### config.mk
export PLATFORM = sky130hd
export DESIGN_NAME = pgate_regs
export DESIGN_NICKNAME = d
export VERILOG_FILES = /design/src/rtl/pgate_pkg.sv /design/src/rtl/pgate_cmd_decode.sv /design/src/rtl/pgate_partition.sv /design/src/rtl/pgate_regs.sv
export SDC_FILE = /design/constraint.sdc
export NUM_CORES = 1
export LEC_CHECK = 0
export ABC_CLOCK_PERIOD_IN_PS = 7400
export CAP_MARGIN = 20
export CORE_UTILIZATION = 60
export DETAILED_ROUTE_END_ITERATION = 10
export DONT_BUFFER_PORTS = 1
export GPL_TIMING_DRIVEN = 0
export PLACE_DENSITY = 0.82
export SYNTH_ARGS = -nofsm -noshare
export SYNTH_HDL_FRONTEND = slang
export SYNTH_HIERARCHICAL = 1
export SYNTH_SLANG_ARGS = --single-unit
export TNS_END_PERCENT = 100
### constraint.sdc
create_clock -name clk -period 7.4 [get_ports clk]
set_input_delay 1.48 -clock clk [delete_from_list [all_inputs] [get_ports clk]]
set_output_delay 1.48 -clock clk [all_outputs]
set_load 0.02 [all_outputs]
### src/rtl/pgate_pkg.sv
package pgate_pkg;
  localparam int ADDR_W    = 8;
  localparam int DATA_W    = 32;
  localparam int START_BIT = 8;
  localparam logic [ADDR_W-1:0] OFF_TOGGLE = 8'h30;
  localparam logic [ADDR_W-1:0] OFF_CLAMP  = 8'h34;
  localparam logic [ADDR_W-1:0] OFF_STATUS = 8'h38;
endpackage

### src/rtl/pgate_cmd_decode.sv
module pgate_cmd_decode
  import pgate_pkg::*;
#(
  parameter int NPART    = 16,
  parameter int PCIE_IDX = 3,
  parameter int VDEC_IDX = 4
) (
  input  logic              bus_sel,
  input  logic              bus_we,
  input  logic [ADDR_W-1:0] bus_addr,
  input  logic [DATA_W-1:0] bus_wdata,
  output logic [NPART-1:0]  toggle_hit,
  output logic [NPART-1:0]  release_mask
);
  localparam int IDX_FIELD_W = START_BIT;

  logic                   tog_wr;
  logic                   clr_wr;
  logic [IDX_FIELD_W-1:0] tog_idx;
  logic                   tog_ok;
  logic                   rel_onehot;

  assign tog_wr  = bus_sel && bus_we && (bus_addr == OFF_TOGGLE);
  assign clr_wr  = bus_sel && bus_we && (bus_addr == OFF_CLAMP);
  assign tog_idx = bus_wdata[IDX_FIELD_W-1:0];

  // start flag set, reserved field zero, index in range
  assign tog_ok = tog_wr && bus_wdata[START_BIT]
                  && (bus_wdata[DATA_W-1:START_BIT+1] == '0)
                  && (int'(tog_idx) < NPART);

  assign rel_onehot = clr_wr && (bus_wdata != '0)
                      && ((bus_wdata & (bus_wdata - 1'b1)) == '0);

  for (genvar i = 0; i < NPART; i++) begin : g_part
    localparam int SRC = (i == PCIE_IDX) ? VDEC_IDX :
                         (i == VDEC_IDX) ? PCIE_IDX : i;
    assign toggle_hit[i]   = tog_ok && (int'(tog_idx) == i);
    assign release_mask[i] = rel_onehot && bus_wdata[SRC];
  end
endmodule

### src/rtl/pgate_partition.sv
module pgate_partition #(
  parameter int SETTLE_CYCLES = 4
) (
  input  logic clk,
  input  logic rst_n,
  input  logic toggle_req,
  input  logic release_req,
  output logic pwr_on,
  output logic clamp_on
);
  localparam int CNT_W = $clog2(SETTLE_CYCLES + 1);

  logic             pwr_q;
  logic             clamp_q;
  logic             busy_q;
  logic [CNT_W-1:0] cnt_q;
  logic             flip;

  assign flip = busy_q && (cnt_q == CNT_W'(1));

  always_ff @(posedge clk) begin
    if (!rst_n) begin
      busy_q <= 1'b0;
      cnt_q  <= '0;
    end else if (!busy_q) begin
      if (toggle_req) begin
        busy_q <= 1'b1;
        cnt_q  <= CNT_W'(SETTLE_CYCLES);
      end
    end else if (flip) begin
      busy_q <= 1'b0;
      cnt_q  <= '0;
    end else begin
      cnt_q <= cnt_q - 1'b1;
    end
  end

  always_ff @(posedge clk) begin
    if (!rst_n) begin
      pwr_q   <= 1'b0;
      clamp_q <= 1'b1;
    end else begin
      if (flip) pwr_q <= ~pwr_q;
      if (flip && pwr_q)             clamp_q <= 1'b1;
      else if (release_req && pwr_q) clamp_q <= 1'b0;
    end
  end

  assign pwr_on   = pwr_q;
  assign clamp_on = clamp_q;

  AST_FLIP_ONLY_SETTLING: assert property (@(posedge clk) disable iff (!rst_n)
    !$past(busy_q) |-> $stable(pwr_q));
  AST_CNT_LIVE: assert property (@(posedge clk) disable iff (!rst_n)
    busy_q |-> (cnt_q != '0));
  AST_BUSY_IGNORES: assert property (@(posedge clk) disable iff (!rst_n)
    (busy_q && toggle_req && !flip) |=> (busy_q && cnt_q == $past(cnt_q) - 1'b1));
  AST_CLAMP_WHEN_OFF: assert property (@(posedge clk) disable iff (!rst_n)
    !pwr_q |-> clamp_q);
endmodule

### src/rtl/pgate_regs.sv
module pgate_regs
  import pgate_pkg::*;
#(
  parameter int NPART         = 16,
  parameter int SETTLE_CYCLES = 4,
  parameter int PCIE_IDX      = 3,
  parameter int VDEC_IDX      = 4
) (
  input  logic              clk,
  input  logic              rst_n,
  input  logic              bus_sel,
  input  logic              bus_we,
  input  logic [ADDR_W-1:0] bus_addr,
  input  logic [DATA_W-1:0] bus_wdata,
  output logic [DATA_W-1:0] bus_rdata,
  output logic [NPART-1:0]  pwr_en,
  output logic [NPART-1:0]  clamp_on
);
  logic [NPART-1:0] toggle_hit;
  logic [NPART-1:0] release_mask;

  pgate_cmd_decode #(
    .NPART(NPART), .PCIE_IDX(PCIE_IDX), .VDEC_IDX(VDEC_IDX)
  ) dec_i (
    .bus_sel(bus_sel), .bus_we(bus_we), .bus_addr(bus_addr),
    .bus_wdata(bus_wdata), .toggle_hit(toggle_hit),
    .release_mask(release_mask)
  );

  for (genvar i = 0; i < NPART; i++) begin : g_part
    pgate_partition #(.SETTLE_CYCLES(SETTLE_CYCLES)) part_i (
      .clk(clk), .rst_n(rst_n),
      .toggle_req(toggle_hit[i]), .release_req(release_mask[i]),
      .pwr_on(pwr_en[i]), .clamp_on(clamp_on[i])
    );
  end

  always_comb begin
    bus_rdata = '0;
    if (bus_sel && !bus_we && bus_addr == OFF_STATUS)
      bus_rdata = DATA_W'(pwr_en);
  end

  AST_TOGGLE_ONEHOT: assert property (@(posedge clk) disable iff (!rst_n)
    $onehot0(toggle_hit));
  AST_RELEASE_ONEHOT: assert property (@(posedge clk) disable iff (!rst_n)
    $onehot0(release_mask));
  AST_WO_READ_ZERO: assert property (@(posedge clk) disable iff (!rst_n)
    (bus_sel && !bus_we && (bus_addr == OFF_TOGGLE || bus_addr == OFF_CLAMP))
      |-> (bus_rdata == '0));
endmodule

==> impl_metrics.json <==
{
  "status": "finished, final reports clean",
  "drive_gt1_share_pct": 12.3,
  "pwr-share-seq_pct": 50.9,
  "drt_iter0_drc": 324,
  "startpoint_type": "input port",
  "gp_congestion": 0.835,
  "yosysWarnings": 6,
  "syn_inst": 693,
  "grt_pass1_vias": 4689,
  "io_buffers": 0,
  "numCtsBuffers": 9,
  "regArea_um2": 1920,
  "yosys.area_share.simple_pct": 36.2,
  "wl_per_cell_um": 15.6,
  "finalCritPeriodShare_pct": 56.4,
  "p_sw_uw": 217,
  "grt_overflow_total": 0,
  "cts_resized": 0,
  "detailroute.via_count": 4935,
  "multiInputGateArea_um2": 3450,
  "holdBufCountCts": 0,
  "synth_flop_cell": "dfxtp_1",
  "clkPwrFrac_pct": 44.4,
  "synth-adder-area-share_pct": 6.87,
  "drcViolationCount": 0,
  "internal_power_uw": 797,
  "maxSlewViolCount": 0,
  "fin_nets": 795,
  "power_density_nw_per_um2": 161,
  "tightest_slew_ns": 0.901,
  "slew_headroom_pct": 39.4,
  "period_minus_slack_ns": 4.18,
  "synth-edff-count": 0,
  "root_buffer": "clkbuf_8",
  "dp_hpwl_mm": 9.68,
  "rows": 35,
  "layoutNonFillerInstCount": 853,
  "setup_violations": 0,
  "p_sw_share_pct": 21.4,
  "grt_first_pass_wirelength_mm": 21.1,
  "clock_latency_ns": 0.37,
  "cts_buffer_depth": 2,
  "pwr-share-comb_pct": 4.6,
  "path_max_fanout": 10,
  "cts_tree": "done",
  "synthXorXnorAreaFrac_pct": 2.55,
  "synthMuxAreaShare_pct": 1.89,
  "initial_utilization_pct": 62.5,
  "cp.arrival_ns": 4.44,
  "ir_drop_v": 0.000105,
  "rsz0062_at_grt": "false",
  "num-fill-cells": 773,
  "vias_per_cell": 5.79,
  "worstHoldPathType": "reg -> reg",
  "path_clk_slew_ns": 0.09,
  "drt-total-wl_mm": 13.3,
  "leakage_uw": 0.00228,
  "finalHoldViolCount": 0,
  "synth.distinct_cells": 56,
  "cap_violations": 0,
  "ys_ff_latch": 96,
  "num_antenna_cells": 0,
  "antenna_left": 0,
  "skew_ns": 0.0133,
  "setup_tns_ns": 0,
  "cp_data_required_time_ns": 7.67,
  "cts_sinks": 96,
  "dieArea_um2": 10100,
  "grt.total_usage_pct": 26.5,
  "dp.cells": 837,
  "crit_type": "in -> reg",
  "cp-end-kind": "flop",
  "syn_avg_cell_area_um2": 8.41,
  "synth_seq_area_share_pct": 33.0,
  "drt_pass1_iterations": 4,
  "synth_compound_area_share_pct": 10.6,
  "fp.dieH_um": 101,
  "htree_levels": 3,
  "syn_to_final_growth_pct": 8.30,
  "synth_top_family_by_area": "simple AND/OR/NAND/NOR gates",
  "antenna_found_initial": 0,
  "synthesis.area_um2": 5830,
  "core_area_um2": 9330,
  "io-pin-count": 108,
  "fmax_mhz": 239,
  "async_reset_ff_share_pct": 0,
  "fp.dieW_um": 101,
  "postCtsSetupBuffers": 0,
  "grt_start_max_net_pins": 97
}
## synth_stat cells, drive strengths merged, types with 3 or more instances
master,n,area (um^2)
nor3b,32,240
o32ai,17,149
inv,70,263
and3b,16,160
o21ai,6,30.0
nand4bb,3,33.8
nor3,38,246
dfxtp,96,1920
xor2,17,149
or4,3,22.5
nand2,77,289
nor4,23,228
nand3,42,210
nand3b,3,22.5
mux2i,11,110
a31oi,5,31.3
nand4,4,31.3
nor2,37,139
or2,3,18.8
nand2b,9,56.3
nor2b,28,175
a21oi,3,15.0
buf,28,240
o31ai,3,22.5
o21a,27,203
and2,32,200
or3,3,23.8
ha,32,400
a21boi,5,37.5
## state kept, by name, indices dropped and copies added (netlist names)
| name | count |
|---|---|
| g_part.part_i/clamp_on | 16 |
| g_part.part_i/pwr_on | 16 |
| g_part.part_i/busy_q | 16 |
| g_part.part_i/cnt_q | 48 |
## power groups by stage
stage / clock network, uW / logic (uW) / registers, uW
detailed placement: 0 / 45.9 / 528
floorplan: 0 / 40.0 / 528
finish: 450 / 47.1 / 516
global placement: 0 / 45.6 / 528
CTS: 456 / 46.1 / 516
global route: 478 / 49.8 / 516
## cell families (layout without fill, tap and decap cells)
kind of cell | Yosys count | in the layout
and+or+nand+nor | 355 | 355
AOI/OAI and AO/OA | 81 | 81
buffers and inverters | 100 | 116
adders and majority gates | 32 | 32
muxes | 11 | 11
xor gates and xnor gates | 17 | 17
other | 1 | 16
DFF | 96 | 96
## per-layer routing
metal | global-route usage (%) | share of wire [%] | vias to the layer above
li1 | - | - | 2412
met4 | 10.7 | 2.4 | 0
met3 | 7.07 | 7.6 | 26
met2 | 45.7 | 48 | 191
met1 | 31.1 | 42 | 2306
met5 | 0 | 0 | -
## path summary, 6_finish.rpt
path	start	endpoint	slack [ns]	depth (start not counted)
worst min register to register	g_part[6].part_i/cnt_q[0]$_SDFFE_PN0P_	g_part[6].part_i/cnt_q[0]$_SDFFE_PN0P_	0.50	2
worst max register to register	g_part[6].part_i/cnt_q[1]$_SDFFE_PN0P_	g_part[6].part_i/pwr_on$_SDFFE_PN0P_	6.12	5
worst max-delay path	bus_wdata[1]	g_part[9].part_i/clamp_on$_SDFFE_PP1P_	3.22	10
worst min-delay path	g_part[6].part_i/cnt_q[0]$_SDFFE_PN0P_	g_part[6].part_i/cnt_q[0]$_SDFFE_PN0P_	0.50	2
## worst max-delay path, stage by stage
cell	delay [ns]
buf_6	0.12
nor4_2	0.57
nand4_2	0.36
o32ai_1	0.83
dlygate4sd1_1	0.47
nand3_1	0.15
nor3_2	0.22
nand2_1	0.08
nand2_1	0.08
nand3_1	0.07
## area by class of cell
cell class,instances,share of cell area [%]
Multi-Input combinational cell,512,54.6
Buffer,30,4.00
Tap cell,129,2.56
Clock buffer,9,1.96
Clock inverter,7,2.26
Inverter,70,4.16
Sequential cell,96,30.4
## metrics by stage
stage / power, uW / hold WS [ns] / utilization, % / setup WS (ns) / area [um^2]
floorplan: 568 / 0.458 / - / 3.37 / 5890
global placement: 574 / 0.468 / 64.8 / 3.01 / 6050
detailed placement: 574 / 0.482 / 64.8 / 2.93 / 6050
CTS: 1020 / 0.497 / 67.7 / 3.29 / 6310
global route: 1040 / 0.519 / 67.7 / 2.96 / 6310
finish: 1010 / 0.495 / 67.7 / 3.22 / 6310
## cell usage in the layout, fill, tap and decap left out, drive strengths merged, types with 3 or more instances in the layout
| master | n |
|---|---|
| a21boi | 5 |
| a21oi | 3 |
| a31oi | 5 |
| and2 | 32 |
| and3b | 16 |
| buf | 28 |
| bufinv | 4 |
| clkbuf | 10 |
| conb | 16 |
| dfxtp | 96 |
| ha | 32 |
| inv | 71 |
| mux2i | 11 |
| nand2 | 77 |
| nand2b | 9 |
| nand3 | 42 |
| nand3b | 3 |
| nand4 | 4 |
| nand4bb | 3 |
| nor2 | 37 |
| nor2b | 28 |
| nor3 | 38 |
| nor3b | 32 |
| nor4 | 23 |
| o21a | 27 |
| o21ai | 6 |
| o31ai | 3 |
| o32ai | 17 |
| or2 | 3 |
| or3 | 3 |
| or4 | 3 |
| xor2 | 17 |
Note: power is estimated with default switching activity, not from simulation.
